File: config.mk
export PLATFORM = sky130hd
export DESIGN_NAME = lpt_fifo_port
export DESIGN_NICKNAME = d
export VERILOG_FILES = /design/src/rtl/lpt_pkg.sv /design/src/rtl/lpt_datapath.sv /design/src/rtl/lpt_control.sv /design/src/rtl/lpt_fifo_port.sv
export SDC_FILE = /design/constraint.sdc
export NUM_CORES = 1
export LEC_CHECK = 0
export BUFFER_PORTS_ARGS = -buffer_cell sky130_fd_sc_hd__buf_2
export CAP_MARGIN = 10
export CORE_MARGIN = 2
export CORE_UTILIZATION = 50
export DETAILED_ROUTE_END_ITERATION = 8
export GPL_TIMING_DRIVEN = 0
export PLACE_DENSITY = 0.68
export RECOVER_POWER = 100
export REMOVE_ABC_BUFFERS = 1
export SYNTH_ARGS = -nofsm -noshare
export SYNTH_HDL_FRONTEND = slang
export SYNTH_SLANG_ARGS = --single-unit
File: constraint.sdc
create_clock -name clk -period 6.6 [get_ports clk]
set_input_delay 0.66 -clock clk [delete_from_list [all_inputs] [get_ports clk]]
set_output_delay 0.66 -clock clk [all_outputs]
set_load 0.02 [all_outputs]
File: src/rtl/lpt_pkg.sv
package lpt_pkg;

  localparam logic [2:0] SUB_STD = 3'b000;
  localparam logic [2:0] SUB_BIDIR = 3'b001;
  localparam logic [2:0] SUB_HWFWD = 3'b010;
  localparam logic [2:0] SUB_HWDIR = 3'b011;

  localparam logic [7:0] CFGA_VALUE = 8'h10;

  typedef enum logic [1:0] {
    DRV_IDLE  = 2'd0,
    DRV_SETUP = 2'd1,
    DRV_PULSE = 2'd2
  } drvState_t;

  typedef struct packed {
    logic wrData;
    logic wrCtrl;
    logic wrEcr;
    logic push;
    logic pop;
    logic flush;
  } lptStrobe_t;

endpackage

File: src/rtl/lpt_datapath.sv
module lpt_datapath
  import lpt_pkg::*;
#(
  parameter int ADDR_W = 11,
  parameter int DEPTH = 16
) (
  input  logic              clk,
  input  logic              rstN,
  input  lptStrobe_t        st,
  input  logic [7:0]        wrByte,
  input  logic [ADDR_W-1:0] rdAddr,
  input  logic [7:0]        pdIn,
  input  logic              busyIn,
  input  logic              ackN,
  input  logic              irqPend,
  output logic [7:0]        rdData,
  output logic [7:0]        pdOut,
  output logic              pdOutEn,
  output logic [2:0]        mode,
  output logic              effDir,
  output logic              ackIntEn,
  output logic              swStrobe,
  output logic              full,
  output logic              empty
);
  localparam int PTR_W = $clog2(DEPTH);
  localparam int CNT_W = PTR_W + 1;
  localparam logic [ADDR_W-1:0] OFS_DATA = ADDR_W'(12'h000);
  localparam logic [ADDR_W-1:0] OFS_STAT = ADDR_W'(12'h001);
  localparam logic [ADDR_W-1:0] OFS_CTRL = ADDR_W'(12'h002);
  localparam logic [ADDR_W-1:0] OFS_CFGA = ADDR_W'(12'h401);
  localparam logic [ADDR_W-1:0] OFS_ECR = ADDR_W'(12'h402);

  logic [7:0] dataReg;
  logic [5:0] ctrlReg;
  logic [5:0] ecrReg;
  logic [7:0] outByte;
  logic [7:0] mem [DEPTH];
  logic [PTR_W-1:0] wrPtr, rdPtr;
  logic [CNT_W-1:0] count;
  logic doPush, doPop, hwMode;

  assign mode = ecrReg[5:3];
  assign hwMode = (mode == SUB_HWFWD) || (mode == SUB_HWDIR);
  assign effDir = ((mode == SUB_STD) || (mode == SUB_HWFWD)) ? 1'b0 : ctrlReg[5];
  assign ackIntEn = ctrlReg[4];
  assign swStrobe = ctrlReg[0];
  assign full = (count == CNT_W'(DEPTH));
  assign empty = (count == '0);
  assign doPush = st.push && !full;
  assign doPop = st.pop && !empty;

  function automatic logic [PTR_W-1:0] nextPtr(input logic [PTR_W-1:0] p);
    return (p == PTR_W'(DEPTH - 1)) ? '0 : p + 1'b1;
  endfunction

  always_ff @(posedge clk) begin
    if (!rstN) begin
      dataReg <= '0;
      ctrlReg <= '0;
      ecrReg <= '0;
    end else begin
      if (st.wrData) dataReg <= wrByte;
      if (st.wrCtrl) ctrlReg <= wrByte[5:0];
      if (st.wrEcr) ecrReg <= wrByte[7:2];
    end
  end

  always_ff @(posedge clk) begin
    if (!rstN || st.flush) begin
      wrPtr <= '0;
      rdPtr <= '0;
      count <= '0;
    end else begin
      if (doPush) wrPtr <= nextPtr(wrPtr);
      if (doPop) rdPtr <= nextPtr(rdPtr);
      if (doPush && !doPop) count <= count + 1'b1;
      else if (doPop && !doPush) count <= count - 1'b1;
    end
  end

  always_ff @(posedge clk) begin
    if (doPush) mem[wrPtr] <= wrByte;
  end

  always_ff @(posedge clk) begin
    if (!rstN) outByte <= '0;
    else if (doPop) outByte <= mem[rdPtr];
  end

  assign pdOut = hwMode ? outByte : dataReg;
  assign pdOutEn = !effDir;

  always_comb begin
    unique case (rdAddr)
      OFS_DATA: rdData = (mode == SUB_STD) ? dataReg : pdIn;
      OFS_STAT: rdData = {!busyIn, ackN, 3'b000, irqPend, 2'b00};
      OFS_CTRL: rdData = {2'b00, effDir, ctrlReg[4:0]};
      OFS_CFGA: rdData = CFGA_VALUE;
      OFS_ECR:  rdData = {ecrReg, full, empty};
      default:  rdData = 8'h00;
    endcase
  end

endmodule

File: src/rtl/lpt_control.sv
module lpt_control
  import lpt_pkg::*;
#(
  parameter int ADDR_W = 11,
  parameter int STB_CYC = 4
) (
  input  logic              clk,
  input  logic              rstN,
  input  logic [ADDR_W-1:0] busAddr,
  input  logic              busWrEn,
  input  logic              busRdEn,
  input  logic [7:0]        busWrData,
  input  logic [2:0]        mode,
  input  logic              effDir,
  input  logic              ackIntEn,
  input  logic              swStrobe,
  input  logic              empty,
  input  logic              busyIn,
  input  logic              ackN,
  output lptStrobe_t        st,
  output logic              strobeN,
  output logic              irqPend
);
  localparam int CW = $clog2(STB_CYC + 1);
  localparam logic [ADDR_W-1:0] OFS_DATA = ADDR_W'(12'h000);
  localparam logic [ADDR_W-1:0] OFS_STAT = ADDR_W'(12'h001);
  localparam logic [ADDR_W-1:0] OFS_CTRL = ADDR_W'(12'h002);
  localparam logic [ADDR_W-1:0] OFS_FIFO = ADDR_W'(12'h400);
  localparam logic [ADDR_W-1:0] OFS_ECR = ADDR_W'(12'h402);

  drvState_t state;
  logic [CW-1:0] pulseCnt;
  logic ackPrev, ackRise, statRd, swMode, hwMode, drainOk;

  assign swMode = (mode == SUB_STD) || (mode == SUB_BIDIR);
  assign hwMode = (mode == SUB_HWFWD) || (mode == SUB_HWDIR);
  assign drainOk = (mode == SUB_HWFWD) || ((mode == SUB_HWDIR) && !effDir);

  always_comb begin
    st.wrData = busWrEn && (busAddr == OFS_DATA);
    st.wrCtrl = busWrEn && (busAddr == OFS_CTRL);
    st.wrEcr = busWrEn && (busAddr == OFS_ECR);
    st.push = busWrEn && (busAddr == OFS_FIFO) && drainOk;
    st.pop = (state == DRV_IDLE) && drainOk && !empty && !busyIn;
    st.flush = swMode || (st.wrEcr && (busWrData[7:6] == 2'b00));
  end

  always_ff @(posedge clk) begin
    if (!rstN || !drainOk) begin
      state <= DRV_IDLE;
      pulseCnt <= '0;
    end else begin
      unique case (state)
        DRV_IDLE: if (st.pop) state <= DRV_SETUP;
        DRV_SETUP: begin
          state <= DRV_PULSE;
          pulseCnt <= '0;
        end
        DRV_PULSE: begin
          pulseCnt <= pulseCnt + 1'b1;
          if (pulseCnt == CW'(STB_CYC - 1)) state <= DRV_IDLE;
        end
        default: state <= DRV_IDLE;
      endcase
    end
  end

  assign strobeN = hwMode ? (state != DRV_PULSE) : !swStrobe;

  assign ackRise = ackN && !ackPrev;
  assign statRd = busRdEn && (busAddr == OFS_STAT);

  always_ff @(posedge clk) begin
    if (!rstN) begin
      ackPrev <= 1'b1;
      irqPend <= 1'b0;
    end else begin
      ackPrev <= ackN;
      if (ackRise && ackIntEn) irqPend <= 1'b1;
      else if (statRd) irqPend <= 1'b0;
    end
  end

endmodule

File: src/rtl/lpt_fifo_port.sv
module lpt_fifo_port
  import lpt_pkg::*;
#(
  parameter int ADDR_W = 11,
  parameter int DEPTH = 16,
  parameter int STB_CYC = 4
) (
  input  logic              clk,
  input  logic              rstN,
  input  logic [ADDR_W-1:0] busAddr,
  input  logic              busWrEn,
  input  logic              busRdEn,
  input  logic [7:0]        busWrData,
  output logic [7:0]        busRdData,
  output logic [7:0]        pdOut,
  input  logic [7:0]        pdIn,
  output logic              pdOutEn,
  output logic              strobeN,
  input  logic              busyIn,
  input  logic              ackN,
  output logic              intOut
);
  lptStrobe_t stW;
  logic [2:0] modeW;
  logic effDirW, ackIntEnW, swStrobeW, fullW, emptyW, irqW;

  lpt_control #(.ADDR_W(ADDR_W), .STB_CYC(STB_CYC)) u_ctl (
    .clk(clk), .rstN(rstN), .busAddr(busAddr), .busWrEn(busWrEn),
    .busRdEn(busRdEn), .busWrData(busWrData), .mode(modeW), .effDir(effDirW),
    .ackIntEn(ackIntEnW), .swStrobe(swStrobeW), .empty(emptyW),
    .busyIn(busyIn), .ackN(ackN), .st(stW), .strobeN(strobeN), .irqPend(irqW)
  );

  lpt_datapath #(.ADDR_W(ADDR_W), .DEPTH(DEPTH)) u_dp (
    .clk(clk), .rstN(rstN), .st(stW), .wrByte(busWrData), .rdAddr(busAddr),
    .pdIn(pdIn), .busyIn(busyIn), .ackN(ackN), .irqPend(irqW),
    .rdData(busRdData), .pdOut(pdOut), .pdOutEn(pdOutEn), .mode(modeW),
    .effDir(effDirW), .ackIntEn(ackIntEnW), .swStrobe(swStrobeW),
    .full(fullW), .empty(emptyW)
  );

  assign intOut = irqW;

endmodule

==> results.sh <==
export IMPL_status="finished, violations left"
export IMPL_violations="max-capacitance violations, max-slew violations"
export IMPL_drtPass1Iterations=5
export IMPL_fp_row_count=45
export IMPL_dpl_hpwl_um=11180
export IMPL_worst_setup_path_end_kind="register"
export IMPL_clk_path_buf_depth=2
export IMPL_slew_headroom_pct=-8.820
export IMPL_finalMaxSlewViolations=13
export IMPL_reg2reg_depth=10
export IMPL_critPathMaxFanout=17
export IMPL_grt_pass1_vias=4624
export IMPL_synth_seq_area_share_pct=62.43
export IMPL_ios=52
export IMPL_post_cts_buffers=0
export IMPL_synth_area_leaders="edfxtp_1 50%, dfxtp_1 12%, mux4_2 7.0%"
export IMPL_yosys_warnings=0
export IMPL_nets=635
export IMPL_finalWirelength_um=17210
export IMPL_start_util_pct=50.81
export IMPL_cts_clk_slew_worst_paths_ps=70
export IMPL_drt_iter0_markers=435
export IMPL_tritoncts="done"
export IMPL_grt_max_degree=31
export IMPL_placed_area_sq_um=8098
export IMPL_yosysTopAreaCell="edfxtp_1"
export IMPL_cp_data_required_time_ps=6960
export IMPL_ys_async_sr_fraction_pct=0
export IMPL_hold_buffers=0
export IMPL_io_buffer_count=51
export IMPL_clk_latency_ps=430
export IMPL_hp_class="in2reg"
export IMPL_cts_htree_levels=4
export IMPL_cts_resized=0
export IMPL_antenna_found_initial=0
export IMPL_core_area_sq_um=15150
export IMPL_final_period_utilization_pct=64.48
export IMPL_maxCapViolCount=1
export IMPL_fp_dieW_um=128.1
export IMPL_p_per_area_nw_per_um2=268.5
export IMPL_synthesis_area_sq_um=7696
export IMPL_grtUsageTotal_pct=21.92
export IMPL_setup_tns_ps=0
export IMPL_dominantRegCellSynth="edfxtp_1"
export IMPL_synth_seq_cells=176
export IMPL_syn_area_per_cell_sq_um=14.17
export IMPL_die_h_um=128.1
export IMPL_synth_edf_count=128
export IMPL_area_growth_pct=12.81
export IMPL_drc=0
export IMPL_synth_top_area_share_pct=49.94
export IMPL_instances_no_fill=787
export IMPL_worstSetupPathType="in2reg"
export IMPL_max_freq_mhz=235.0
export IMPL_cts_buffers=17
export IMPL_timing_final_crit_period_ps=4256
export IMPL_leakagePower_nw=2.928
export IMPL_grt_setup_unrepaired="no"
export IMPL_holdPathStages=2
export IMPL_synth_commonest_cells="128 x edfxtp_1, 48 x dfxtp_1, 37 x mux2i_1"
export IMPL_fin_area_sq_um=8682
export IMPL_synth_most_common_cell="edfxtp_1"
export IMPL_drive_above_1_share_pct=17.36
export IMPL_wl_per_cell_um=21.87
export IMPL_nFillCells=1235
export IMPL_cts_sinks=176
export IMPL_num_antenna_cells=0
export IMPL_place_inst=755
export IMPL_postSynthCellCount=543
export IMPL_hold_viol_final=0
export IMPL_antenna_left=0
export IMPL_cts_root_buffer="clkbuf_16"
export IMPL_grt_overflow=0
export IMPL_vias=4827
export IMPL_vias_per_cell=6.133
export IMPL_grt_first_pass_wirelength_um=26230
export IMPL_worstPathArrival_ps=4620
export IMPL_gp_congestion=0.8637
export IMPL_finalSetupViolations=0
export IMPL_ir_drop_mv=0.2698
export IMPL_tightest_slew_ps=1618
export IMPL_yosysUniqueCellTypes=61
export IMPL_critPathLaunchType="primary input"
export IMPL_finClkSkew_ps=11.91
export IMPL_die_area_sq_um=16400
==> placed cells by master (no fill, tap or decap), types with 3 or more instances in the layout <==
cell type,instances
nor2b_1,7
ha_1,15
a22oi_1,8
inv_1,13
o22ai_1,9
o21ai_0,24
nand4_1,3
and3_1,19
mux2_2,10
a21oi_1,30
nand2_1,24
clkbuf_1,26
clkbuf_8,3
bufinv_16,4
mux4_2,24
nand4b_1,7
buf_2,25
clkbuf_16,17
a31oi_1,18
nor2_1,24
nand3b_1,3
nor3_1,3
edfxtp_1,128
mux2i_1,37
nand3_1,13
inv_6,6
nand2b_1,4
dfxtp_1,46
==> worst paths after layout <==
check,slack (ps),endpoint,start
min reg2reg,460,u_dp.ecrReg[0],u_dp.ecrReg[0]
max,2340,u_dp.count[4],busAddr[5]
min,440,u_ctl.ackPrev,ackN
max reg2reg,2810,u_dp.count[4],u_dp.ecrReg[5]
==> kinds of logic (layout without fill, tap and decap cells) <==
group                    count (synthesis)  after routing  share of synthesized area [%]
flip-flops                             176            176                          62.43
buffers and inverters                   42             98                          2.438
AO/OA/AOI/OAI                          108            108                          8.991
AND/OR/NAND/NOR                        126            126                          9.624
adder cells (fa/ha/maj)                 16             16                          2.699
multiplexers                            73             73                          13.59
XOR/XNOR                                 2              2                         0.2276
==> registers in the layout, indices dropped and copies added (netlist names) <==
name / flops
u_dp.outByte: 8
u_dp.mem: 128
u_ctl.irqPend: 1
u_dp.dataReg: 8
u_dp.count: 5
u_dp.rdPtr: 4
u_ctl.ackPrev: 1
u_dp.wrPtr: 4
u_ctl.pulseCnt: 3
u_ctl.state: 2
u_dp.ctrlReg: 6
u_dp.ecrReg: 6
==> layer usage <==
metal  wire length (um)  track usage [%]
met5                  0                0
met4                148            6.658
met3                846            4.633
met2               8366            35.14
met1               7851            30.45
==> per-stage QoR <==
stage / setup slack, ps / hold WS (ps) / utilization, % / total power [mW]
6_report: 2344 / 439.7 / 57.32 / 2.331
5_1_grt: 1962 / 453.8 / 57.32 / 2.387
3_5_place_dp: 2793 / 455.5 / 53.47 / 1.250
4_1_cts: 3061 / 430.5 / 57.80 / 2.345
2_1_floorplan: 3439 / 436.5 / - / 1.218
3_3_place_gp: 2916 / 447.6 / 53.14 / 1.249
==> power breakdown <==
group	internal, mW	switching [mW]
Clock	0.673	0.433
Combinational	0.00999	0.0313
Sequential	1.18	0.0000690
Total	1.87	0.464
==> critical path: stages <==
cell and delay, ps:
buf_2 100, nor4_1 850, nand3_1 480, nor2_1 750, ha_1 300, inv_1 110, fa_1 480, a21o_1 170
a21oi_1 220, mux2i_1 290, mux2i_1 210
==> area by class of cell <==
type	instances	area, sq um	share of cell area, %
clock buffer	20	466.7	5.375
inverter	13	48.80	0.5620
tap	188	235.2	2.709
clock inverter	12	190.2	2.191
sequential	176	4807	55.37
multi-input combinational	325	2664	30.68
timing repair buffer	53	270.3	3.113
(Power assumes the default switching activity.)
